===== src/rtl/ent_pkg.sv =====
package ent_pkg;
  typedef enum logic [1:0] {
    SRC_RST = 2'd0,
    SRC_NMI = 2'd1,
    SRC_IRQ = 2'd2,
    SRC_BRK = 2'd3
  } src_e;

  localparam int unsigned NUM_SRC  = 4;
  localparam int unsigned NUM_STEP = 7;
  localparam int unsigned STEP_W   = $clog2(NUM_STEP);

  // Low address of the vector pair for each source.
  function automatic logic [15:0] vec_base(src_e s);
    case (s)
      SRC_NMI: vec_base = 16'hFFFA;
      SRC_RST: vec_base = 16'hFFFC;
      default: vec_base = 16'hFFFE;
    endcase
  endfunction
endpackage


===== src/rtl/ent_arb.sv =====
module ent_arb
  import ent_pkg::*;
(
  input  logic               clk,
  input  logic               rst_n,
  input  logic [NUM_SRC-1:0] req,
  output logic               valid,
  output src_e               src
);
  logic [NUM_SRC-1:0] grant;

  // Lowest index wins: reset, nmi, irq, brk.
  always_comb begin
    grant = '0;
    for (int i = NUM_SRC - 1; i >= 0; i--) begin
      if (req[i]) grant = NUM_SRC'(1) << i;
    end
  end

  always_comb begin
    src = SRC_BRK;
    for (int i = NUM_SRC - 1; i >= 0; i--) begin
      if (grant[i]) src = src_e'(i);
    end
  end

  assign valid = |req;

  assert_grant_single_R3: assert property (@(posedge clk) disable iff (!rst_n)
    $onehot0(grant) && ((grant & ~req) == '0));
  assert_reset_first_R3: assert property (@(posedge clk) disable iff (!rst_n)
    req[0] |-> src == SRC_RST);
  assert_nmi_over_irq_R3: assert property (@(posedge clk) disable iff (!rst_n)
    (!req[0] && req[1]) |-> src == SRC_NMI);
endmodule


===== src/rtl/ent_ctl.sv =====
module ent_ctl
  import ent_pkg::*;
(
  input  logic              clk,
  input  logic              rst_n,
  input  logic              start,
  output logic              busy,
  output logic [STEP_W-1:0] step,
  output logic              done
);
  localparam logic [STEP_W-1:0] LAST = STEP_W'(NUM_STEP - 1);

  logic              busy_d, done_d;
  logic [STEP_W-1:0] step_d;
  logic              step_en;

  assign step_en = busy || start;

  always_comb begin
    busy_d = busy;
    step_d = step;
    done_d = 1'b0;
    if (busy) begin
      if (step == LAST) begin
        busy_d = 1'b0;
        step_d = '0;
        done_d = 1'b1;
      end else begin
        step_d = step + 1'b1;
      end
    end else if (start) begin
      busy_d = 1'b1;
      step_d = '0;
    end
  end

  always_ff @(posedge clk or negedge rst_n) begin
    if (!rst_n) begin
      busy <= 1'b0;
      step <= '0;
    end else if (step_en) begin
      busy <= busy_d;
      step <= step_d;
    end
  end

  always_ff @(posedge clk or negedge rst_n) begin
    if (!rst_n) done <= 1'b0;
    else        done <= done_d;
  end

  assert_done_pulse_R11: assert property (@(posedge clk) disable iff (!rst_n)
    done |=> !done);
  assert_done_after_last_R2: assert property (@(posedge clk) disable iff (!rst_n)
    done |-> ($past(busy) && $past(step) == LAST && !busy));
  assert_step_advance_R2: assert property (@(posedge clk) disable iff (!rst_n)
    (busy && step != LAST) |=> (busy && step == $past(step) + 1'b1));
endmodule


===== src/rtl/ent_dp.sv =====
module ent_dp
  import ent_pkg::*;
#(
  parameter int unsigned AW         = 16,
  parameter int unsigned DW         = 8,
  parameter int unsigned SPW        = 8,
  parameter logic [7:0]  STACK_PAGE = 8'h01,
  parameter int unsigned BRK_BIT    = 4
) (
  input  logic              clk,
  input  logic              rst_n,
  input  logic              start,
  input  src_e              src_in,
  input  logic              busy,
  input  logic [STEP_W-1:0] step,
  input  logic [AW-1:0]     pc_in,
  input  logic [SPW-1:0]    sp_in,
  input  logic [DW-1:0]     st_in,
  input  logic [DW-1:0]     rdata,
  output logic [AW-1:0]     addr,
  output logic              rw,
  output logic [DW-1:0]     wdata,
  output logic [AW-1:0]     pc_q,
  output logic [SPW-1:0]    sp_q
);
  localparam int unsigned HB = AW - DW;

  src_e           src_q;
  logic [DW-1:0]  st_q;
  logic [AW-1:0]  pc_d;
  logic [SPW-1:0] sp_d;
  logic           is_push, is_brk;
  logic [AW-1:0]  vec;

  assign is_brk  = (src_q == SRC_BRK);
  assign is_push = busy && step >= STEP_W'(2) && step <= STEP_W'(4);
  assign vec     = vec_base(src_q);

  always_comb begin
    pc_d = pc_q;
    sp_d = sp_q;
    if (start && !busy) begin
      pc_d = pc_in;
      sp_d = sp_in;
    end else if (busy) begin
      case (step)
        STEP_W'(0), STEP_W'(1): if (is_brk) pc_d = pc_q + 1'b1;
        STEP_W'(2), STEP_W'(3), STEP_W'(4): sp_d = sp_q - 1'b1;
        STEP_W'(5): pc_d[DW-1:0] = rdata;
        STEP_W'(6): pc_d[AW-1:HB] = rdata;
        default: ;
      endcase
    end
  end

  always_ff @(posedge clk or negedge rst_n) begin
    if (!rst_n) begin
      pc_q <= '0;
      sp_q <= '0;
    end else begin
      pc_q <= pc_d;
      sp_q <= sp_d;
    end
  end

  always_ff @(posedge clk or negedge rst_n) begin
    if (!rst_n) begin
      src_q <= SRC_RST;
      st_q  <= '0;
    end else if (start && !busy) begin
      src_q <= src_in;
      st_q  <= st_in;
    end
  end

  always_comb begin
    addr  = pc_q;
    rw    = 1'b1;
    wdata = '0;
    if (is_push) begin
      addr = {STACK_PAGE, sp_q};
      rw   = (src_q == SRC_RST);
      case (step)
        STEP_W'(2): wdata = pc_q[AW-1:HB];
        STEP_W'(3): wdata = pc_q[DW-1:0];
        default: begin
          wdata          = st_q;
          wdata[BRK_BIT] = is_brk;
        end
      endcase
    end else if (busy && step == STEP_W'(5)) begin
      addr = vec;
    end else if (busy && step == STEP_W'(6)) begin
      addr = vec + 1'b1;
    end
  end

  assert_sp_dec_R6: assert property (@(posedge clk) disable iff (!rst_n)
    is_push |=> sp_q == $past(sp_q) - 1'b1);
  assert_pc_hold_R4: assert property (@(posedge clk) disable iff (!rst_n)
    (busy && step <= STEP_W'(1) && !is_brk) |=> pc_q == $past(pc_q));
  assert_reset_read_R7: assert property (@(posedge clk) disable iff (!rst_n)
    (busy && src_q == SRC_RST) |-> rw);
  assert_idle_read_R10: assert property (@(posedge clk) disable iff (!rst_n)
    !busy |-> (rw && addr == pc_q));
endmodule


===== src/rtl/ent_seq.sv =====
module ent_seq
  import ent_pkg::*;
#(
  parameter int unsigned AW         = 16,
  parameter int unsigned DW         = 8,
  parameter int unsigned SPW        = 8,
  parameter logic [7:0]  STACK_PAGE = 8'h01,
  parameter int unsigned BRK_BIT    = 4
) (
  input  logic           clk,
  input  logic           rst_n,
  input  logic           req_reset,
  input  logic           req_nmi,
  input  logic           req_irq,
  input  logic           req_brk,
  input  logic [AW-1:0]  pc_in,
  input  logic [SPW-1:0] sp_in,
  input  logic [DW-1:0]  status_in,
  input  logic [DW-1:0]  rdata,
  output logic [AW-1:0]  addr,
  output logic           rw,
  output logic [DW-1:0]  wdata,
  output logic [AW-1:0]  pc_out,
  output logic [SPW-1:0] sp_out,
  output logic           busy,
  output logic           done
);
  logic              req_valid, start;
  src_e              win;
  logic [STEP_W-1:0] step;

  ent_arb u_arb (
    .clk   (clk),
    .rst_n (rst_n),
    .req   ({req_brk, req_irq, req_nmi, req_reset}),
    .valid (req_valid),
    .src   (win)
  );

  assign start = req_valid && !busy;

  ent_ctl u_ctl (
    .clk   (clk),
    .rst_n (rst_n),
    .start (start),
    .busy  (busy),
    .step  (step),
    .done  (done)
  );

  ent_dp #(
    .AW(AW), .DW(DW), .SPW(SPW), .STACK_PAGE(STACK_PAGE), .BRK_BIT(BRK_BIT)
  ) u_dp (
    .clk    (clk),
    .rst_n  (rst_n),
    .start  (start),
    .src_in (win),
    .busy   (busy),
    .step   (step),
    .pc_in  (pc_in),
    .sp_in  (sp_in),
    .st_in  (status_in),
    .rdata  (rdata),
    .addr   (addr),
    .rw     (rw),
    .wdata  (wdata),
    .pc_q   (pc_out),
    .sp_q   (sp_out)
  );

  assert_ignore_busy_R2: assert property (@(posedge clk) disable iff (!rst_n)
    (busy && step != STEP_W'(NUM_STEP - 1)) |=> busy);
endmodule


===== config.mk =====
export PLATFORM = sky130hd
export DESIGN_NAME = ent_seq
export DESIGN_NICKNAME = d
export VERILOG_FILES = /design/src/rtl/ent_pkg.sv /design/src/rtl/ent_arb.sv /design/src/rtl/ent_ctl.sv /design/src/rtl/ent_dp.sv /design/src/rtl/ent_seq.sv
export SDC_FILE = /design/constraint.sdc
export NUM_CORES = 1
export LEC_CHECK = 0
export BUFFER_PORTS_ARGS = -buffer_cell sky130_fd_sc_hd__clkbuf_2
export CAP_MARGIN = 15
export CELL_PAD_IN_SITES_DETAIL_PLACEMENT = 0
export CELL_PAD_IN_SITES_GLOBAL_PLACEMENT = 1
export CORE_AREA = 5 5 146 78
export DETAILED_ROUTE_END_ITERATION = 8
export DIE_AREA = 0 0 151 83
export GPL_ROUTABILITY_DRIVEN = 0
export PLACE_DENSITY = 0.77
export SKIP_CTS_REPAIR_TIMING = 1
export SYNTH_ARGS = -nofsm -noshare
export SYNTH_HDL_FRONTEND = slang
export SYNTH_HIERARCHICAL = 1
export SYNTH_SLANG_ARGS = --single-unit
export TNS_END_PERCENT = 10

===== constraint.sdc =====
create_clock -name clk -period 4.93 [get_ports clk]
set_clock_uncertainty 0.2 [all_clocks]
set_input_delay 0.986 -clock clk [delete_from_list [all_inputs] [get_ports clk]]
set_output_delay 0.986 -clock clk [all_outputs]
set_load 0.02 [all_outputs]

**Word level (Yosys, flattened, before mapping)**

Cells that the tools add are included.

- Bits in registers: 39
- Output and inout bits: 51
- Word-level logic and storage cells: 74

- Mux-type cells: 29
- Reduce and logical (&&, ||, !) cells: 22
- Order comparisons: 2
- Add/subtract/negate cells: 4
- Equal/unequal tests: 9

Operators by type and width:

| kind | count |
|---|---|
| 16-bit 2-to-1 mux | 6 |
| 8-bit case mux with 2 select lines | 3 |
| 16-bit by 1-bit adder with 16-bit output, second input constant | 2 |
| 8-bit 2-to-1 mux | 4 |
| 3-bit 2-to-1 mux | 6 |
| 3-bit == test, second input constant | 3 |
| 8-bit by 1-bit subtractor with 8-bit output, second input constant | 1 |
| 1-bit 2-to-1 mux | 7 |
| 3-bit by 2-bit == test with 1-bit output, second input constant | 2 |
| 1-bit logical AND | 6 |
| 3-bit case mux with 2 select lines | 1 |
| 3-bit AND reduction | 2 |
| 2-bit nonzero test | 3 |
| 3-bit nonzero test | 2 |
| 2-bit 2-to-1 mux | 2 |
| 2-bit AND reduction | 2 |
| 4-bit OR reduction | 1 |
| 3-bit by 1-bit adder with 3-bit output, second input constant | 1 |
| 3-bit by 1-bit == test with 1-bit output, second input constant | 1 |
| 3-bit by 2-bit >= comparator with 1-bit output, second input constant | 1 |
| 3-bit <= comparator, second input constant | 1 |
| 3-bit zero test | 1 |
| 3-bit by 1-bit inequality test with 1-bit output, second input constant | 1 |
| 3-bit OR reduction | 1 |
| other kinds (6) | 6 |

**Longest topological paths before layout**

- Word-level depth: 6
- Mapped depth: 9
- Gate-level depth less buffers: 7

**Cells and area by module**

The synthesis kept the hierarchy.

By module, submodules not included:

| module | cells an instance | sequential area each (µm²) | area each (µm²) | instances |
|---|---|---|---|---|
| ent_dp | 329 | 825.8 | 2561.2 | 1 |
| ent_ctl | 18 | 125.1 | 212.7 | 1 |
| ent_arb | 5 | 0.0 | 22.5 | 1 |
| ent_seq | 1 | 0.0 | 13.8 | 1 |

**Worst setup path after synthesis**

No wires, ideal clock.

- Kind: register to output
- Start: register u_ctl.busy
- End: output addr[1]
- Stages on the path, launching flop included: 5
- Buffers on the path: 1
- Arrival: 1938 ps
- Setup slack: 1806 ps
- Cell sequence: dfrtp_1 > clkbuf_1 > a21boi_1 > nor2_1 > o31ai_1

- Word-level cells in the longest chain between the ends: 4
- Elaborated cells between the ends (all ways): 7
- Classes of those cells: 3 x mux; 4 x reduce/logical

RTL lines:

| what | line | source |
|---|---|---|
| start: declaration | ent_ctl.sv:7 | `output logic busy,` |
| start signal: assignment | ent_ctl.sv:42 | `busy <= busy_d;` |
| 1-bit logical AND | ent_dp.sv:93 | `end else if (busy && step == STEP_W'(6)) begin` |
| 16-bit 2-to-1 mux | ent_dp.sv:93 |  |
| 16-bit 2-to-1 mux | ent_dp.sv:91 | `end else if (busy && step == STEP_W'(5)) begin` |
| 16-bit 2-to-1 mux (*) | ent_dp.sv:80 | `if (is_push) begin` |
| end: declaration | ent_seq.sv:20 | `output logic [AW-1:0] addr,` |

Every way passes the cells marked *; elsewhere a longest branch is shown, timed or not.

**Final worst setup path**

- Start: register u_ctl.step[0]
- End: output addr[4]

- Word-level cells in the longest chain between the ends: 5
- Elaborated cells between the ends (all ways): 11
- Classes of those cells: 2 x order compare; 2 x eq/ne; 3 x mux; 4 x reduce/logical

RTL lines:

| what | line | source |
|---|---|---|
| start: declaration | ent_ctl.sv:8 | `output logic [STEP_W-1:0] step,` |
| start signal: assignment | ent_ctl.sv:43 | `step <= step_d;` |
| 3-bit == test | ent_dp.sv:93 |  |
| 1-bit logical AND | ent_dp.sv:93 |  |
| 16-bit 2-to-1 mux | ent_dp.sv:93 |  |
| 16-bit 2-to-1 mux | ent_dp.sv:91 |  |
| 16-bit 2-to-1 mux (*) | ent_dp.sv:80 |  |

Marked as above.

==> flow_summary.json <==
{
  "status": "finished clean",
  "synth_xor_area_share_pct": 2.49,
  "route.detailed.drc": 0,
  "synth_top_family_by_area": "compound AO/OA/AOI/OAI gates",
  "crit_path_end_kind": "output port",
  "grt_max_degree": 39,
  "rrSetupSlack_ns": 1.87,
  "synth-simple-area-share_pct": 25.7,
  "synth_compound_area_share_pct": 27.2,
  "tightest_slew_ns": 0.822,
  "die_w_um": 151,
  "core-area_um2": 9950,
  "fp-row-count": 26,
  "hold_class": "reg -> reg",
  "dr_total_vias": 3096,
  "layout_setup_ws_ns": 0.825,
  "tritoncts": "done",
  "postSynthAreaPerCell_um2": 7.96,
  "dp.cells": 568,
  "finalCritPeriodShare_pct": 83.3,
  "synth_edf_count": 0,
  "fillers": 1085,
  "yosysTopAreaCell": "dfrtp_1",
  "p_per_area_nw_per_um2": 793,
  "die_area_um2": 12500,
  "period_minus_slack_ns": 4.10,
  "io_pins": 97,
  "cp_max_fo": 19,
  "async_flop_share_pct": 100,
  "r2r-start": "u_ctl/busy",
  "antenna_found_initial": 0,
  "grt_pass1_wl_um": 16800,
  "totalWireLength_um": 10600,
  "crit_path_start_kind": "register",
  "ys_seq_area_share_pct": 33.8,
  "final_cell_mix": "95 x clkbuf_2, 61 x nand2_1, 38 x dfrtp_1",
  "gr-total-overflow": 0,
  "netlist_top_cells_area": "dfrtp_1 34%, nand2_1 8.1%, o21ai_0 5.7%",
  "synth_adder_area_share_pct": 0.890,
  "die_y_um": 83,
  "tns_ns": 0,
  "nNetsFinal": 484,
  "cts_buffers": 5,
  "dp_slack_ns": 1.22,
  "dpl.hpwl_um": 7930,
  "firstDrtPassIters": 5,
  "final_common_cell": "clkbuf_2",
  "slew_headroom_pct": 45.2,
  "htree_levels": 2,
  "whs_ns": 0.274,
  "cts.sinks": 38,
  "crit_path_end": "addr[4]",
  "rsz0062_at_grt": "false",
  "drive_above_1_share_pct": 27.3,
  "areaGrowthSynthToFinish_pct": 25.7,
  "clk_pin_slew_ns": 0.06,
  "clock_latency_ns": 0.29,
  "synthMuxAreaShare_pct": 4.05,
  "start_util_pct": 28.2,
  "arrival_ns": 2.92,
  "netlist_area_um2": 2810,
  "netlist_instances": 353,
  "ir_drop_uv": 282,
  "setup_violations": 0,
  "design_area_um2": 3530,
  "cts_buffer_depth": 2,
  "ys_types": 54,
  "synth-seq-cells": 38,
  "grt_usage_pct": 17.1,
  "viasPerCell": 5.38,
  "worstPathRequired_ns": 3.74,
  "cts_root_buf": "clkbuf_16",
  "worstReg2RegEnd": "u_dp/pc_q[13]",
  "power_mw": 2.80,
  "placed_cell_area_um2": 3380,
  "hold_viol_final": 0,
  "syn-num-nets": 401,
  "synth.top_cell.area_share_pct": 33.8,
  "final_cells": 576,
  "worst-r2r-cell-count": 8,
  "final_max_slew_viol_count": 0,
  "grt_pass1_vias": 2988,
  "power_leakage_nw": 1.58,
  "ant_nets": 0,
  "final_core_util_pct": 35.5,
  "diodes": 0,
  "critPathLaunch": "u_ctl/step[0]",
  "maxCapViolations": 0,
  "fmax_mhz": 244,
  "drt_iter0_drc": 388,
  "yosys_warnings": 6,
  "path_class": "reg -> out",
  "wire_per_inst_um": 18.4,
  "port-buffer-count": 95,
  "ys.flop_type": "dfrtp_1"
}
==> worst min path at each step <==
stage                             from           end  cells past startpoint
after floorplan           u_dp/st_q[0]  u_dp/st_q[0]                      2
after global placement    u_dp/st_q[7]  u_dp/st_q[7]                      2
after detailed placement  u_dp/st_q[6]  u_dp/st_q[6]                      2
after CTS                 u_dp/st_q[6]  u_dp/st_q[6]                      2
after global routing      u_dp/st_q[0]  u_dp/st_q[0]                      2
final                     u_dp/st_q[7]  u_dp/st_q[7]                      2
==> cell families after synthesis <==
| logic type | after synthesis |
|---|---|
| flops | 38 |
| xor+xnor | 8 |
| mux | 11 |
| compound gates | 113 |
| simple gates | 146 |
| buf+inv | 35 |
| fa+ha+maj | 2 |
==> registers in the layout, indices dropped and copies added, names as in the netlist <==
name,count
u_ctl/busy,1
u_ctl/done,1
u_ctl/step,3
u_dp/pc_q,16
u_dp/sp_q,8
u_dp/src_q,2
u_dp/st_q,7
==> cell usage after synthesis, drive strengths merged (3+ instances only) <==
master,n
o2bb2ai,4
nor3,8
buf,16
nand3,10
nor2b,4
o31ai,3
o22a,11
o21a,4
dfrtp,38
nor2,35
nand2,61
xor2,4
a211oi,7
nor4,4
mux2i,8
a31oi,15
clkbuf,10
inv,9
o2111ai,3
nor3b,4
mux2,3
a21oi,12
o211ai,4
nand4,3
o21ai,34
or3,5
a221oi,4
a211o,3
xnor2,4
==> metal layers <==
layer	global-route usage [%]	up-vias	part of all wire [%]
met5	0	-	0
met4	4.52	0	1.1
met3	5.55	12	11
met2	22.8	156	39
met1	26.0	1470	49
li1	-	1458	-
==> where the power goes <==
| group | internal, mW | switching, mW | total, mW |
|---|---|---|---|
| logic | 0.640 | 1.04 | 1.68 |
| clock network | 0.185 | 0.132 | 0.317 |
| registers | 0.463 | 0.338 | 0.801 |
==> final cells by class <==
type	instances	area, um^2	share of cell area [%]
clock buffers	7	133	3.75
inverters	9	33.8	0.956
multi-input cells	280	1700	48.1
flip-flops and latches	38	951	26.9
well taps	140	175	4.96
repair buffers	102	541	15.3
==> worst max-delay path, stage by stage, from the launching register on <==
cell and delay (ns):
dfrtp_1 0.88, and3b_1 0.47, o21ai_1 0.56, nand2_1 0.31, o22a_1 0.25, clkbuf_2 0.15
Power figures use the tool's default switching activity.
